<file path="src/rtl/i2sTxPkg.sv">
`timescale 1ns/1ps
package i2sTxPkg;
  // Strobes from bit timing control to the shift datapath
  typedef struct packed {
    logic load;   // falling edge that starts a new word (MSB out)
    logic shift;  // falling edge that advances to the next bit
    logic clear;  // block idle: flush holding and shift state
  } txStrobe_t;
endpackage

</file>
<file path="src/rtl/i2sTxCtrl.sv">
`timescale 1ns/1ps
module i2sTxCtrl
  import i2sTxPkg::*;
#(
  parameter int DIV_W = 8,
  parameter int PER_W = 6
) (
  input  logic             clk,
  input  logic             rstN,
  input  logic             enable,
  input  logic             master,
  input  logic             rightFirst,
  input  logic [DIV_W-1:0] clkDiv,
  input  logic [PER_W-1:0] framePer,
  input  logic             sckIn,
  input  logic             wsIn,
  output txStrobe_t        strobe,
  output logic             sckOut,
  output logic             wsOut,
  output logic             sckOe
);

  logic [1:0]       sckSync, wsSync;
  logic             sckSeen, wsSeen;
  logic             modeQ;
  logic [DIV_W-1:0] divCnt;
  logic [PER_W-1:0] perCnt;
  logic             sckInt, wsInt;
  logic             started, armed;

  logic active, divHit, fallM, fallS, fallEv, wsChg, wsNow;

  always_comb begin
    active = enable && (modeQ == master);
    divHit = (divCnt == clkDiv);
    fallM  = master && sckInt && divHit;
    fallS  = !master && sckSeen && !sckSync[1];
    fallEv = active && (fallM || fallS);
    wsNow  = wsSync[1];
    wsChg  = (wsNow != wsSeen);
    strobe.load  = fallEv && started && armed;
    strobe.shift = fallEv && started && !armed;
    strobe.clear = !active;
  end

  always_ff @(posedge clk or negedge rstN) begin
    if (!rstN) begin
      sckSync <= '0;
      wsSync  <= '0;
      sckSeen <= 1'b0;
      wsSeen  <= 1'b0;
      modeQ   <= 1'b0;
      divCnt  <= '0;
      perCnt  <= '0;
      sckInt  <= 1'b0;
      wsInt   <= 1'b0;
      started <= 1'b0;
      armed   <= 1'b0;
    end else begin
      sckSync <= {sckSync[0], sckIn};
      wsSync  <= {wsSync[0], wsIn};
      modeQ   <= master;
      if (!active) begin
        divCnt  <= '0;
        perCnt  <= '0;
        sckInt  <= 1'b0;
        wsInt   <= 1'b0;
        started <= 1'b0;
        armed   <= 1'b0;
        sckSeen <= sckSync[1];
        wsSeen  <= wsSync[1];
      end else begin
        sckSeen <= sckSync[1];
        if (master) begin
          if (divHit) begin
            divCnt <= '0;
            sckInt <= ~sckInt;
          end else begin
            divCnt <= divCnt + 1'b1;
          end
        end
        if (fallEv) begin
          if (master) begin
            if (!started) begin
              started <= 1'b1;
              armed   <= 1'b1;
              wsInt   <= rightFirst;
              perCnt  <= '0;
            end else if (perCnt == framePer) begin
              perCnt <= '0;
              wsInt  <= ~wsInt;
              armed  <= 1'b1;
            end else begin
              perCnt <= perCnt + 1'b1;
              armed  <= 1'b0;
            end
          end else begin
            wsSeen <= wsNow;
            if (!started) begin
              if (wsChg && (wsNow == rightFirst)) begin
                started <= 1'b1;
                armed   <= 1'b1;
              end
            end else begin
              armed <= wsChg;
            end
          end
        end
      end
    end
  end

  assign sckOut = sckInt;
  assign wsOut  = wsInt;
  assign sckOe  = active && master;

endmodule

</file>
<file path="src/rtl/i2sTxPath.sv">
`timescale 1ns/1ps
module i2sTxPath
  import i2sTxPkg::*;
#(
  parameter int DATA_W  = 32,
  parameter int MIN_LEN = 8,
  localparam int LEN_W  = $clog2(DATA_W)
) (
  input  logic              clk,
  input  logic              rstN,
  input  txStrobe_t         strobe,
  input  logic [LEN_W-1:0]  wordLen,
  input  logic [DATA_W-1:0] inData,
  input  logic              inValid,
  output logic              inReady,
  input  logic              underflowClr,
  output logic              sdOut,
  output logic              underflow
);

  localparam logic [LEN_W-1:0] TOP_BIT = LEN_W'(DATA_W - 1);
  localparam logic [LEN_W-1:0] MIN_IDX = LEN_W'(MIN_LEN - 1);

  logic [DATA_W-1:0] holdQ, shReg, aligned;
  logic              holdFull;
  logic [LEN_W-1:0]  lenEff, shiftAmt;

  always_comb begin
    lenEff   = (wordLen < MIN_IDX) ? MIN_IDX : wordLen;
    shiftAmt = TOP_BIT - lenEff;
    aligned  = holdQ << shiftAmt;
    inReady  = !strobe.clear && !holdFull;
  end

  always_ff @(posedge clk or negedge rstN) begin
    if (!rstN) begin
      holdQ    <= '0;
      holdFull <= 1'b0;
      shReg    <= '0;
    end else if (strobe.clear) begin
      holdFull <= 1'b0;
      shReg    <= '0;
    end else begin
      if (strobe.load) begin
        shReg    <= holdFull ? aligned : '0;
        holdFull <= 1'b0;
      end else if (strobe.shift) begin
        shReg <= shReg << 1;
      end
      if (inValid && inReady) begin
        holdQ    <= inData;
        holdFull <= 1'b1;
      end
    end
  end

  always_ff @(posedge clk or negedge rstN) begin
    if (!rstN) begin
      underflow <= 1'b0;
    end else if (strobe.load && !holdFull) begin
      underflow <= 1'b1;
    end else if (underflowClr) begin
      underflow <= 1'b0;
    end
  end

  assign sdOut = shReg[DATA_W-1];

endmodule

</file>
<file path="src/rtl/i2sTx.sv">
`timescale 1ns/1ps
module i2sTx
  import i2sTxPkg::*;
#(
  parameter int DATA_W  = 32,
  parameter int DIV_W   = 8,
  parameter int PER_W   = 6,
  parameter int MIN_LEN = 8,
  localparam int LEN_W  = $clog2(DATA_W)
) (
  input  logic              clk,
  input  logic              rstN,
  input  logic              cfgEnable,
  input  logic              cfgMaster,
  input  logic              cfgRightFirst,
  input  logic [LEN_W-1:0]  cfgWordLen,
  input  logic [PER_W-1:0]  cfgFramePer,
  input  logic [DIV_W-1:0]  cfgClkDiv,
  input  logic              underflowClr,
  input  logic [DATA_W-1:0] inData,
  input  logic              inValid,
  output logic              inReady,
  input  logic              sckIn,
  input  logic              wsIn,
  output logic              sckOut,
  output logic              wsOut,
  output logic              sckOe,
  output logic              sdOut,
  output logic              underflow
);

  txStrobe_t strobe;

  i2sTxCtrl #(.DIV_W(DIV_W), .PER_W(PER_W)) ctrl_i (
    .clk        (clk),
    .rstN       (rstN),
    .enable     (cfgEnable),
    .master     (cfgMaster),
    .rightFirst (cfgRightFirst),
    .clkDiv     (cfgClkDiv),
    .framePer   (cfgFramePer),
    .sckIn      (sckIn),
    .wsIn       (wsIn),
    .strobe     (strobe),
    .sckOut     (sckOut),
    .wsOut      (wsOut),
    .sckOe      (sckOe)
  );

  i2sTxPath #(.DATA_W(DATA_W), .MIN_LEN(MIN_LEN)) path_i (
    .clk          (clk),
    .rstN         (rstN),
    .strobe       (strobe),
    .wordLen      (cfgWordLen),
    .inData       (inData),
    .inValid      (inValid),
    .inReady      (inReady),
    .underflowClr (underflowClr),
    .sdOut        (sdOut),
    .underflow    (underflow)
  );

endmodule

</file>
<file path="config.mk">
export PLATFORM = sky130hd
export DESIGN_NAME = i2sTx
export DESIGN_NICKNAME = d
export VERILOG_FILES = /design/src/rtl/i2sTxPkg.sv /design/src/rtl/i2sTxCtrl.sv /design/src/rtl/i2sTxPath.sv /design/src/rtl/i2sTx.sv
export SDC_FILE = /design/constraint.sdc
export NUM_CORES = 1
export LEC_CHECK = 0
export ABC_CLOCK_PERIOD_IN_PS = 2300
export BUFFER_PORTS_ARGS = -buffer_cell sky130_fd_sc_hd__buf_2
export CAP_MARGIN = 10
export CORE_ASPECT_RATIO = 1.75
export CORE_MARGIN = 2
export CORE_UTILIZATION = 45
export CTS_BUF_LIST = sky130_fd_sc_hd__clkbuf_8
export CTS_CLUSTER_DIAMETER = 50
export DETAILED_ROUTE_END_ITERATION = 16
export PLACE_DENSITY = 0.63
export RECOVER_POWER = 100
export SYNTH_ARGS = -nofsm -noshare
export SYNTH_HDL_FRONTEND = slang
export SYNTH_SLANG_ARGS = --single-unit
export TNS_END_PERCENT = 10
</file>
<file path="constraint.sdc">
create_clock -name clk -period 2.3 [get_ports clk]
set_input_delay 0.23 -clock clk [delete_from_list [all_inputs] [get_ports clk]]
set_output_delay 0.23 -clock clk [all_outputs]
set_load 0.05 [all_outputs]
</file>
==> flow_metrics.tcl <==
set metrics [dict create \
    start_kind "register" \
    dp_cells 932 \
    worstHoldPathCells 2 \
    ys_async_sr_fraction_pct 100 \
    ctsLongestPathBuffers 2 \
    hold_viol_final 0 \
    p_seq_share_pct 43.0 \
    crit_slowest_cell "or3b_4" \
    grtUsageTotal_pct 26.7 \
    die_w_um 93.9 \
    final_nets 831 \
    final-setup-viol-count 0 \
    arrival_ps 2470 \
    die_area_mm2 0.0151 \
    viasPerCell 6.38 \
    ys_warn_count 0 \
    intPower_w 0.00302 \
    drive_gt1_share_pct 26.5 \
    worst_pin_slew_ps 1080 \
    globalplace.congestion 0.973 \
    p_leak_nw 3.07 \
    slowest_delay_ps 410 \
    io_pins 66 \
    place_area_mm2 0.00713 \
    drt-wirelength-per-cell_um 20.9 \
    status "completed" \
    grt_pass1_vias 6154 \
    vdd_drop_max_uv 316 \
    via_count 6071 \
    p_switching_w 0.00161 \
    drt_iter0_markers 508 \
    grt_first_pass_wirelength_um 31700 \
    combPwrFrac_pct 29.9 \
    start_util_pct 46.0 \
    worstPathMaxFanout 10 \
    h-tree-depth 3 \
    finalCritPeriodShare_pct 95.4 \
    die_h_um 161 \
    fmax_ghz 0.456 \
    path_buf_inv 1 \
    p_clk_share_pct 27.1 \
    syn_to_final_growth_pct 16.1 \
    max-slew-margin-rel_pct 28.1 \
    skew_ps 11.5 \
    yosysSeqAreaShare_pct 35.8 \
    r2r_start "ctrl_i.sckSync[1]" \
    root_buffer "clkbuf_8" \
    hold_path.class "in2reg" \
    pwr_density_cell_mw_per_mm2 628 \
    critPathKind "reg2reg" \
    drv_slew 0 \
    antenna_cells 0 \
    p_sw_share_pct 34.8 \
    crit_chain "or3b_4 > or3_4 > inv_1 > o211ai_2 > a211o_1 > o311ai_1" \
    clk_pin_slew_ps 90 \
    netlist-cell-type-count 77 \
    grt_start_max_net_pins 42 \
    portBuffers 65 \
    coreArea_mm2 0.0138 \
    cts_buffers 9 \
    syn_avg_cell_area_um2 9.21 \
    synth_flop_cell "dfrtp_1" \
    fp-row-count 57 \
    cap_viol_max_count 0 \
    ys_seq_elements 91 \
    synth_edf_count 0 \
    r2r_cells 6 \
    final.min_clock_period_ps 2200 \
    syn_nets 753 \
    crit_cells 6 \
    cp.required_ps 2580 \
    netlist_area_mm2 0.00636 \
    syn_inst 691 \
    layout.cells.non_filler 951 \
    hpwl_um 15300 \
    startpoint "ctrl_i.sckSync[1]" \
    hp-start "underflowClr" \
    path_delay_family "simple AND/OR/NAND/NOR gates" \
    design_area_mm2 0.00739 \
    route.detailed.drc 0 \
    clock-sinks 91 \
    antenna_found_initial 0 \
    wirelength_um 19900 \
    detail_route.first_pass.iterations 5 \
    critPathCaptureType "register" \
    grt-ovfl-total 0 \
    ant_nets 0 \
    insertion_delay_ps 380 \
    cts_tree "yes" \
]
==> stage by stage <==
step	setup TNS (ps)	setup WS, ps	utilization (%)	hold WS [ps]	power [W]
global placement	-14.6	-14.6	51.6	248	0.00336
CTS	0	63.4	53.4	63.9	0.00463
global route	-2.58	-2.58	53.4	62.2	0.00486
floorplan	0	44.6	-	-65.6	0.00284
detailed placement	-3.56	-3.56	51.6	262	0.00337
finish	0	105	53.4	72.5	0.00464
==> worst reg2reg max path, delay by kind of cell, from the launching register on <==
family                 cells  cell delay [ps]
and+or+nand+nor            2              820
AOI/OAI and AO/OA          3              720
DFF                        1              400
buffers and inverters      1              160
==> what timing repair did <==
item,in CTS,in global routing
endpoints found under the setup margin,2,9
buffers inserted,0,0
hold buffers,3,0
resized for setup,1,2
hold endpoints to repair,40,0
==> sequential cells by signal, indices dropped and copies added, names as in the netlist, 2 cells and up <==
| register | cells |
|---|---|
| ctrl_i.divCnt | 8 |
| ctrl_i.perCnt | 6 |
| ctrl_i.sckSync | 2 |
| ctrl_i.wsSync | 2 |
| path_i.holdQ | 32 |
| path_i.shReg | 32 |
==> cells in the final DEF (no fill, tap or decap), drive strengths merged, types with 12 or more instances in the layout <==
| cell | synthesis | layout |
|---|---|---|
| xnor2 | 14 | 14 |
| a21oi | 48 | 48 |
| inv | 18 | 22 |
| nand2 | 41 | 41 |
| o21ai | 64 | 64 |
| a211oi | 13 | 13 |
| mux2 | 49 | 49 |
| o22ai | 13 | 13 |
| nand2b | 20 | 20 |
| clkbuf | 19 | 18 |
| nor2 | 35 | 35 |
| dfrtp | 91 | 91 |
| buf | 33 | 107 |
| mux2i | 12 | 12 |
| a22oi | 30 | 30 |
| o31ai | 16 | 16 |
==> routing by layer <==
| layer | part of all wire, % | track usage (%) | routed length [um] |
|---|---|---|---|
| met5 | 0 | 0 | 0 |
| met4 | 5.9 | 15.2 | 1180 |
| met3 | 4.9 | 3.73 | 973 |
| met2 | 53 | 47.7 | 10500 |
| met1 | 36 | 29.5 | 7250 |
==> power by group through the flow <==
stage               logic [W]  registers [W]  clock network [W]
floorplan            0.000943        0.00190                  0
global placement      0.00135        0.00201                  0
finish                0.00139        0.00199            0.00126
global route          0.00150        0.00202            0.00134
CTS                   0.00137        0.00198            0.00128
detailed placement    0.00136        0.00201                  0
==> cells by family (layout without fill, tap and decap cells) <==
| kind of cell | count (synthesis) | in the layout | share of synthesized area [%] |
|---|---|---|---|
| xor+xnor | 21 | 21 | 2.89 |
| mux | 63 | 63 | 11.3 |
| flops | 91 | 91 | 35.8 |
| fa+ha+maj | 2 | 2 | 0.393 |
| compound gates | 279 | 279 | 31.1 |
| simple gates | 164 | 164 | 13.2 |
| buf+inv | 71 | 154 | 5.29 |
==> cell type report <==
type / instances / area (um2)
clock inverter: 7 / 97.6
inverter: 19 / 71.3
multi-input combinational: 529 / 3770
tap: 177 / 221
clock buffer: 9 / 124
timing repair buffer: 119 / 823
fill: 1326 / 6450
sequential: 91 / 2280
==> path summary, 6_finish.rpt <==
check	end	slack, ps
min reg2reg	ctrl_i.sckSync[1]	360
min	path_i.underflow	70
min in group asynchronous	path_i.holdQ[29]	590
max reg2reg	path_i.shReg[26]	100
max in group asynchronous	ctrl_i.sckOut	560
max	path_i.shReg[26]	100
==> cell usage after synthesis, drive strengths merged (5+ instances only) <==
| cell type | count | area (um2) |
|---|---|---|
| a211oi | 13 | 103 |
| a21oi | 48 | 252 |
| a221oi | 9 | 78.8 |
| a22o | 5 | 43.8 |
| a22oi | 30 | 225 |
| a31oi | 6 | 37.5 |
| and3 | 7 | 43.8 |
| buf | 33 | 194 |
| clkbuf | 19 | 71.3 |
| dfrtp | 91 | 2280 |
| inv | 18 | 67.6 |
| mux2 | 49 | 552 |
| mux2i | 12 | 120 |
| nand2 | 41 | 154 |
| nand2b | 20 | 125 |
| nand3 | 11 | 55.1 |
| nand4 | 10 | 62.6 |
| nor2 | 35 | 134 |
| nor2b | 8 | 50.1 |
| nor3 | 10 | 50.1 |
| o211a | 5 | 50.1 |
| o211ai | 7 | 57.6 |
| o21a | 8 | 60.1 |
| o21ai | 64 | 324 |
| o21ba | 5 | 50.1 |
| o22ai | 13 | 81.3 |
| o311ai | 6 | 52.6 |
| o31ai | 16 | 120 |
| or2 | 5 | 31.3 |
| xnor2 | 14 | 123 |
| xor2 | 7 | 61.3 |
Power figures use the tool's default switching activity.
